==> src/rtl/mv_nbr_pkg.sv <==
package mv_nbr_pkg;
    parameter int MVW   = 16;
    parameter int NSLOT = 10;

    typedef struct packed {
        logic                  av;
        logic signed [MVW-1:0] x;
        logic signed [MVW-1:0] y;
    } mv_t;

    typedef enum logic [1:0] {PART_16X16, PART_16X8, PART_8X16, PART_8X8} part_e;
    typedef enum logic [1:0] {ST_IDLE, ST_LEFT, ST_STORE, ST_FETCH} upd_e;

    localparam int S_X0 = 0;
    localparam int S_X1 = 1;
    localparam int S_X2 = 2;
    localparam int S_X3 = 3;
    localparam int S_U2 = 4;
    localparam int S_U3 = 5;
    localparam int S_UR = 6;
    localparam int S_LU = 7;
    localparam int S_LA = 8;
    localparam int S_LB = 9;
endpackage

==> src/rtl/mv_nbr_expand.sv <==
module mv_nbr_expand
    import mv_nbr_pkg::*;
(
    input  logic [1:0]       part,
    input  logic             intra,
    input  logic [4*MVW-1:0] mv_x,
    input  logic [4*MVW-1:0] mv_y,
    output mv_t  [3:0]       blk
);
    for (genvar k = 0; k < 4; k++) begin : g_blk
        logic [1:0] src;
        always_comb begin
            case (part_e'(part))
                PART_16X16: src = 2'd0;
                PART_16X8:  src = 2'(k >> 1);
                PART_8X16:  src = 2'(k & 1);
                default:    src = 2'(k);
            endcase
            blk[k].av = !intra;
            blk[k].x  = intra ? '0 : mv_x[src*MVW +: MVW];
            blk[k].y  = intra ? '0 : mv_y[src*MVW +: MVW];
        end
    end
endmodule

==> src/rtl/mv_nbr_line.sv <==
module mv_nbr_line
    import mv_nbr_pkg::*;
#(
    parameter int ENTRIES = 16,
    parameter int AW      = 5
) (
    input  logic          clk,
    input  logic          rst_n,
    input  logic          clr,
    input  logic          we,
    input  logic [AW-1:0] wr_base,
    input  mv_t           wr_lo,
    input  mv_t           wr_hi,
    input  logic [AW-1:0] rd_base,
    output mv_t           rd0,
    output mv_t           rd1,
    output mv_t           rd2
);
    typedef struct packed {
        mv_t [ENTRIES-1:0] ent;
    } line_s;

    line_s line_d, line_q;

    always_comb begin
        line_d = line_q;
        if (clr) begin
            line_d.ent = '0;
        end else if (we) begin
            for (int i = 0; i < ENTRIES; i++) begin
                if (wr_base == AW'(i))          line_d.ent[i] = wr_lo;
                if (wr_base + AW'(1) == AW'(i)) line_d.ent[i] = wr_hi;
            end
        end
    end

    // entries at or past ENTRIES model the picture edge: unavailable
    always_comb begin
        rd0 = '0;
        rd1 = '0;
        rd2 = '0;
        for (int i = 0; i < ENTRIES; i++) begin
            if (rd_base == AW'(i))          rd0 = line_q.ent[i];
            if (rd_base + AW'(1) == AW'(i)) rd1 = line_q.ent[i];
            if (rd_base + AW'(2) == AW'(i)) rd2 = line_q.ent[i];
        end
    end

    always_ff @(posedge clk or negedge rst_n) begin
        if (!rst_n) line_q <= '0;
        else        line_q <= line_d;
    end
endmodule

==> src/rtl/mv_nbr_buf.sv <==
module mv_nbr_buf
    import mv_nbr_pkg::*;
#(
    parameter int MB_PER_ROW = 8,
    localparam int IDXW = (MB_PER_ROW > 1) ? $clog2(MB_PER_ROW) : 1
) (
    input  logic                  clk,
    input  logic                  rst_n,
    input  logic                  frame_start,
    input  logic                  row_start,
    input  logic                  mb_done,
    input  logic [IDXW-1:0]       mb_idx,
    input  logic [1:0]            mb_part,
    input  logic                  mb_intra,
    input  logic [4*MVW-1:0]      mb_mv_x,
    input  logic [4*MVW-1:0]      mb_mv_y,
    input  logic [3:0]            rd_sel,
    output logic                  rd_av,
    output logic signed [MVW-1:0] rd_x,
    output logic signed [MVW-1:0] rd_y,
    output logic                  ready
);
    localparam int WB = 2 * MB_PER_ROW;
    localparam int AW = $clog2(WB + 5);

    typedef struct packed {
        upd_e              st;
        logic [IDXW-1:0]   idx;
        mv_t [NSLOT-1:0]   slot;
    } state_s;

    state_s st_d, st_q;

    mv_t [3:0]     blk;
    mv_t           ln0, ln1, ln2;
    logic          line_clr, line_we;
    logic [AW-1:0] base_wr, base_rd;
    logic [1:0]    st_obs;
    logic [NSLOT-1:0] av_obs;

    mv_nbr_expand u_expand (
        .part  (mb_part),
        .intra (mb_intra),
        .mv_x  (mb_mv_x),
        .mv_y  (mb_mv_y),
        .blk   (blk)
    );

    assign base_wr  = AW'({st_q.idx, 1'b0});
    assign base_rd  = (st_q.st == ST_IDLE) ? '0 : base_wr + AW'(2);
    assign line_clr = (st_q.st == ST_IDLE) && frame_start;
    assign line_we  = (st_q.st == ST_STORE);

    mv_nbr_line #(.ENTRIES(WB), .AW(AW)) u_line (
        .clk     (clk),
        .rst_n   (rst_n),
        .clr     (line_clr),
        .we      (line_we),
        .wr_base (base_wr),
        .wr_lo   (st_q.slot[S_X2]),
        .wr_hi   (st_q.slot[S_X3]),
        .rd_base (base_rd),
        .rd0     (ln0),
        .rd1     (ln1),
        .rd2     (ln2)
    );

    always_comb begin
        st_d = st_q;
        case (st_q.st)
            ST_IDLE: begin
                if (frame_start) begin
                    st_d.slot = '0;
                end else if (row_start) begin
                    st_d.slot[S_LU] = '0;
                    st_d.slot[S_LA] = '0;
                    st_d.slot[S_LB] = '0;
                    st_d.slot[S_U2] = ln0;
                    st_d.slot[S_U3] = ln1;
                    st_d.slot[S_UR] = ln2;
                end else if (mb_done) begin
                    for (int k = 0; k < 4; k++) st_d.slot[S_X0 + k] = blk[k];
                    st_d.idx = mb_idx;
                    st_d.st  = ST_LEFT;
                end
            end
            ST_LEFT: begin
                st_d.slot[S_LU] = st_q.slot[S_U3];
                st_d.slot[S_LA] = st_q.slot[S_X1];
                st_d.slot[S_LB] = st_q.slot[S_X3];
                st_d.st = ST_STORE;
            end
            ST_STORE: begin
                st_d.st = ST_FETCH;
            end
            default: begin
                st_d.slot[S_U2] = ln0;
                st_d.slot[S_U3] = ln1;
                st_d.slot[S_UR] = ln2;
                st_d.st = ST_IDLE;
            end
        endcase
    end

    always_ff @(posedge clk or negedge rst_n) begin
        if (!rst_n) st_q <= '{st: ST_IDLE, idx: '0, slot: '0};
        else        st_q <= st_d;
    end

    always_comb begin
        rd_av = 1'b0;
        rd_x  = '0;
        rd_y  = '0;
        for (int s = 0; s < NSLOT; s++) begin
            if (rd_sel == 4'(s)) begin
                rd_av = st_q.slot[s].av;
                rd_x  = st_q.slot[s].x;
                rd_y  = st_q.slot[s].y;
            end
        end
    end

    assign ready  = (st_q.st == ST_IDLE);
    assign st_obs = st_q.st;
    for (genvar s = 0; s < NSLOT; s++) begin : g_obs
        assign av_obs[s] = st_q.slot[s].av;
    end
endmodule

==> config.mk <==
export PLATFORM = sky130hd
export DESIGN_NAME = mv_nbr_buf
export DESIGN_NICKNAME = d
export VERILOG_FILES = /design/src/rtl/mv_nbr_pkg.sv /design/src/rtl/mv_nbr_expand.sv /design/src/rtl/mv_nbr_line.sv /design/src/rtl/mv_nbr_buf.sv
export SDC_FILE = /design/constraint.sdc
export NUM_CORES = 2
export LEC_CHECK = 0
export ABC_AREA = 0
export BUFFER_PORTS_ARGS = -buffer_cell sky130_fd_sc_hd__buf_2
export CAP_MARGIN = 15
export CORE_MARGIN = 5
export CORE_UTILIZATION = 45
export CTS_BUF_LIST = sky130_fd_sc_hd__clkbuf_2 sky130_fd_sc_hd__clkbuf_4 sky130_fd_sc_hd__clkbuf_8
export CTS_CLUSTER_DIAMETER = 30
export DETAILED_ROUTE_END_ITERATION = 6
export SYNTH_ARGS = -nofsm -noshare
export SYNTH_HDL_FRONTEND = slang
export SYNTH_SLANG_ARGS = --single-unit
==> constraint.sdc <==
create_clock -name clk -period 2.8 [get_ports clk]
set_input_delay 0.56 -clock clk [delete_from_list [all_inputs] [get_ports clk]]
set_output_delay 0.56 -clock clk [all_outputs]
set_load 0.05 [all_outputs]
==> metrics <==
outcome complete, but fails checks; failing checks design-rule violations, negative setup slack; Hold EP st_q[58]; Pwr per Cell Area 1100 mW/mm²; sequential area share after synthesis 47.6%; CP startpoint kind register; Final Hold Vio Count 0; CTS tree done; # fillers 8,862; flop-to-flop setup slack -50 ps; Hold Crit Class in2reg; Cell variety after synth 63; clk buf depth 3; final-report max-slew violation count 0; Synth Area in Compound Gates 27.1%; syn avg cell area 8.80 µm²; total grt overflow 0; Critical Path RT 2240 ps; Starting Density 45.4%; die height 325 µm; first-pass GRT wire length 269 mm; Post-Synthesis Cells 5,073; Die W 325 µm; minimum clock period 2950 ps; CP Max Fanout 2; Vias/cell 6.38; worst path arrival time 2390 ps; GRT Total Usage 32.8%; nets 5,454; Tot Pwr 60.0 mW; Syn-to-layout area delta 22.4%; final WL 180 mm; Worst-Skew Late Latency 850 ps; clk slew on worst S/H paths 60 ps; Setup WS post-layout -153 ps; Post-synth ARST share 100%; Mapped Area 0.0447 mm²; Starting DRT DRC Count 5,186; Synth top area share 47.6%; Post-synth top flop dfrtp_1; drt pass-1 iters 7; CTS H-tree lvls 4; Post-Syn Nets 5,225; final period utilization 105%; Port-buffer cells 176; largest net degree at the start of global routing 99; CORE AREA 0.0984 mm²; most common cell in the synthesized netlist nand2_1; IO Pins 177; crit path kind reg2out; vias in the first global route 42,400; Slew @ Worst Pin 1040 ps; yosys warns 0; Placed Area 0.0494 mm²; routed len/inst 26.7 µm; clock sinks 850; commonest cells in the netlist nand2_1 (1,254), dfrtp_1 (850), a21oi_1 (645); relative slew slack 30.3%; Hold Path Depth 3; xor and xnor area share after synthesis 0%; Final GP Congestion 0.912; synthesized-area fraction occupied by adder cells 0.252%; Setup TNS Final -218 ps; RSZ-0062 raised after global routing yes; ranking of synthesized cells by area dfrtp_1 (48%), nand2_1 (11%), a21oi_1 (7.2%); ANT nets after route 0; Setup violations, final 4; Clock Skews 60.7 ps; EDFF count, synth 0; Die ar. 0.106 mm²; Post-Synth Simple-Gate Area 15.1%; min-delay src mb_mv_x[25]; Critical R2R Launch base_wr[1]; Post-route DRC 2; reg2reg path depth 11; dpl hpwl 114 mm; fraction of layout cells with a size suffix above 1 20.0%; vias 43,000; mux cell area share after synthesis 4.38%; CTS Buf Count 184; clk root buf clkbuf_8; maximum clock rate 339 MHz; FF+latch count, synth 850; final instance area 0.0547 mm²; Synth area leader dfrtp_1; largest family of logic cells by synthesized area compound AO/OA/AOI/OAI gates; Leak Pwr 23.6 nW; max_cap viols 0; worst r2r dst st_q[203]; site row count 115; Max IR drop VDD 1.25 mV; antenna violations before repair 3; crit path capture type output pin
==> flip-flops by register name (all words and copies together), names as in the netlist <==
register	count
st_q	320
av_obs	5
u_line.line_q	520
base_wr	3
st_obs	2
==> metal layers <==
metal | vias up | track usage (%) | wire (µm)
li1 | 18700 | - | -
met1 | 21400 | 43.9 | 72200
met2 | 2368 | 50.5 | 80300
met3 | 522 | 5.15 | 15100
met4 | 2 | 19.6 | 12400
met5 | - | 0 | 13
==> stage by stage <==
step	util (%)	setup slack, ps	hold slack [ps]	instances
4_1_cts	55.0	-197	5.05	6714
6_report	55.5	-153	66.0	6740
2_1_floorplan	-	7.29	264	5073
5_1_grt	55.5	-207	57.1	6738
3_5_place_dp	50.2	-202	486	6334
3_3_place_gp	50.2	-237	484	6334
==> placed cells by master, fill, tap and decap left out, drive strengths merged, types with 27 or more instances in the layout <==
cell type and count:
mux2 62, buf 559, dfrtp 850, clkinv 37, o211a 50, and4 27
inv 66, nor2 121, nor2b 70, a32oi 71, a221oi 97, a22o 233
o21ai 283, o31ai 33, o21a 52, dlygate4sd3 36, o211ai 30, and2 42
o221ai 59, nand2 1254, a2111oi 66, nor4 35, a22oi 52, a21oi 645
clkbuf 263, mux2i 119, o22ai 86
==> final cells by class <==
cell class / count / area [µm²] / share of cell area [%]
clock buffers: 259 / 3330 / 6.09
clock inverters: 75 / 781 / 1.43
multi-input cells: 3609 / 21500 / 39.3
inverters: 58 / 220 / 0.403
well taps: 1287 / 1610 / 2.95
flip-flops and latches: 850 / 21300 / 39.0
repair buffers: 599 / 5940 / 10.9
diodes: 3 / 7.51 / 0.0137
==> worst max-delay path, cell delays in order (launching register included) <==
cell and delay [ps]:
dfrtp_1 380, mux4_2 470, nand2b_1 110, a221oi_2 60
a311o_1 350, buf_6 180
==> worst max-delay path by stage <==
stage                          from       end  slack (ps)  cells after the start
final                      st_q[15]  rd_y[15]        -150                      5
after detailed placement  rd_sel[2]   rd_y[1]        -200                      7
after global routing      st_q[114]  rd_y[15]        -210                      5
after global placement    rd_sel[2]   rd_y[1]        -240                      7
after floorplan           rd_sel[3]  rd_x[11]           7                      7
after CTS                 st_q[114]  rd_y[15]        -200                      5
==> logic make-up (layout without fill, tap and decap cells) <==
group / Yosys count / count (layout)
AOI/OAI and AO/OA: 1814 / 1814
adders and majority gates: 9 / 9
buffers and inverters: 614 / 991
DFF: 850 / 850
muxes: 184 / 184
other: 0 / 3
and+or+nand+nor: 1602 / 1602
==> where the power goes <==
part / total, mW / switching, mW / internal, mW
clock network: 14.9 / 6.07 / 8.84
logic: 28.7 / 18.4 / 10.4
registers: 16.3 / 2.01 / 14.3
total: 60.0 / 26.5 / 33.5
==> repair_timing <==
action | CTS | global route
setup buffers | 10 | 20
gates cloned | 0 | 3
endpoints found under the hold margin | 75 | 0
pin swaps | 11 | 33
gates resized for setup | 76 | 93
endpoints found under the setup margin | 44 | 68
hold buffers | 36 | 0
Note: power is estimated with default switching activity, not from simulation.
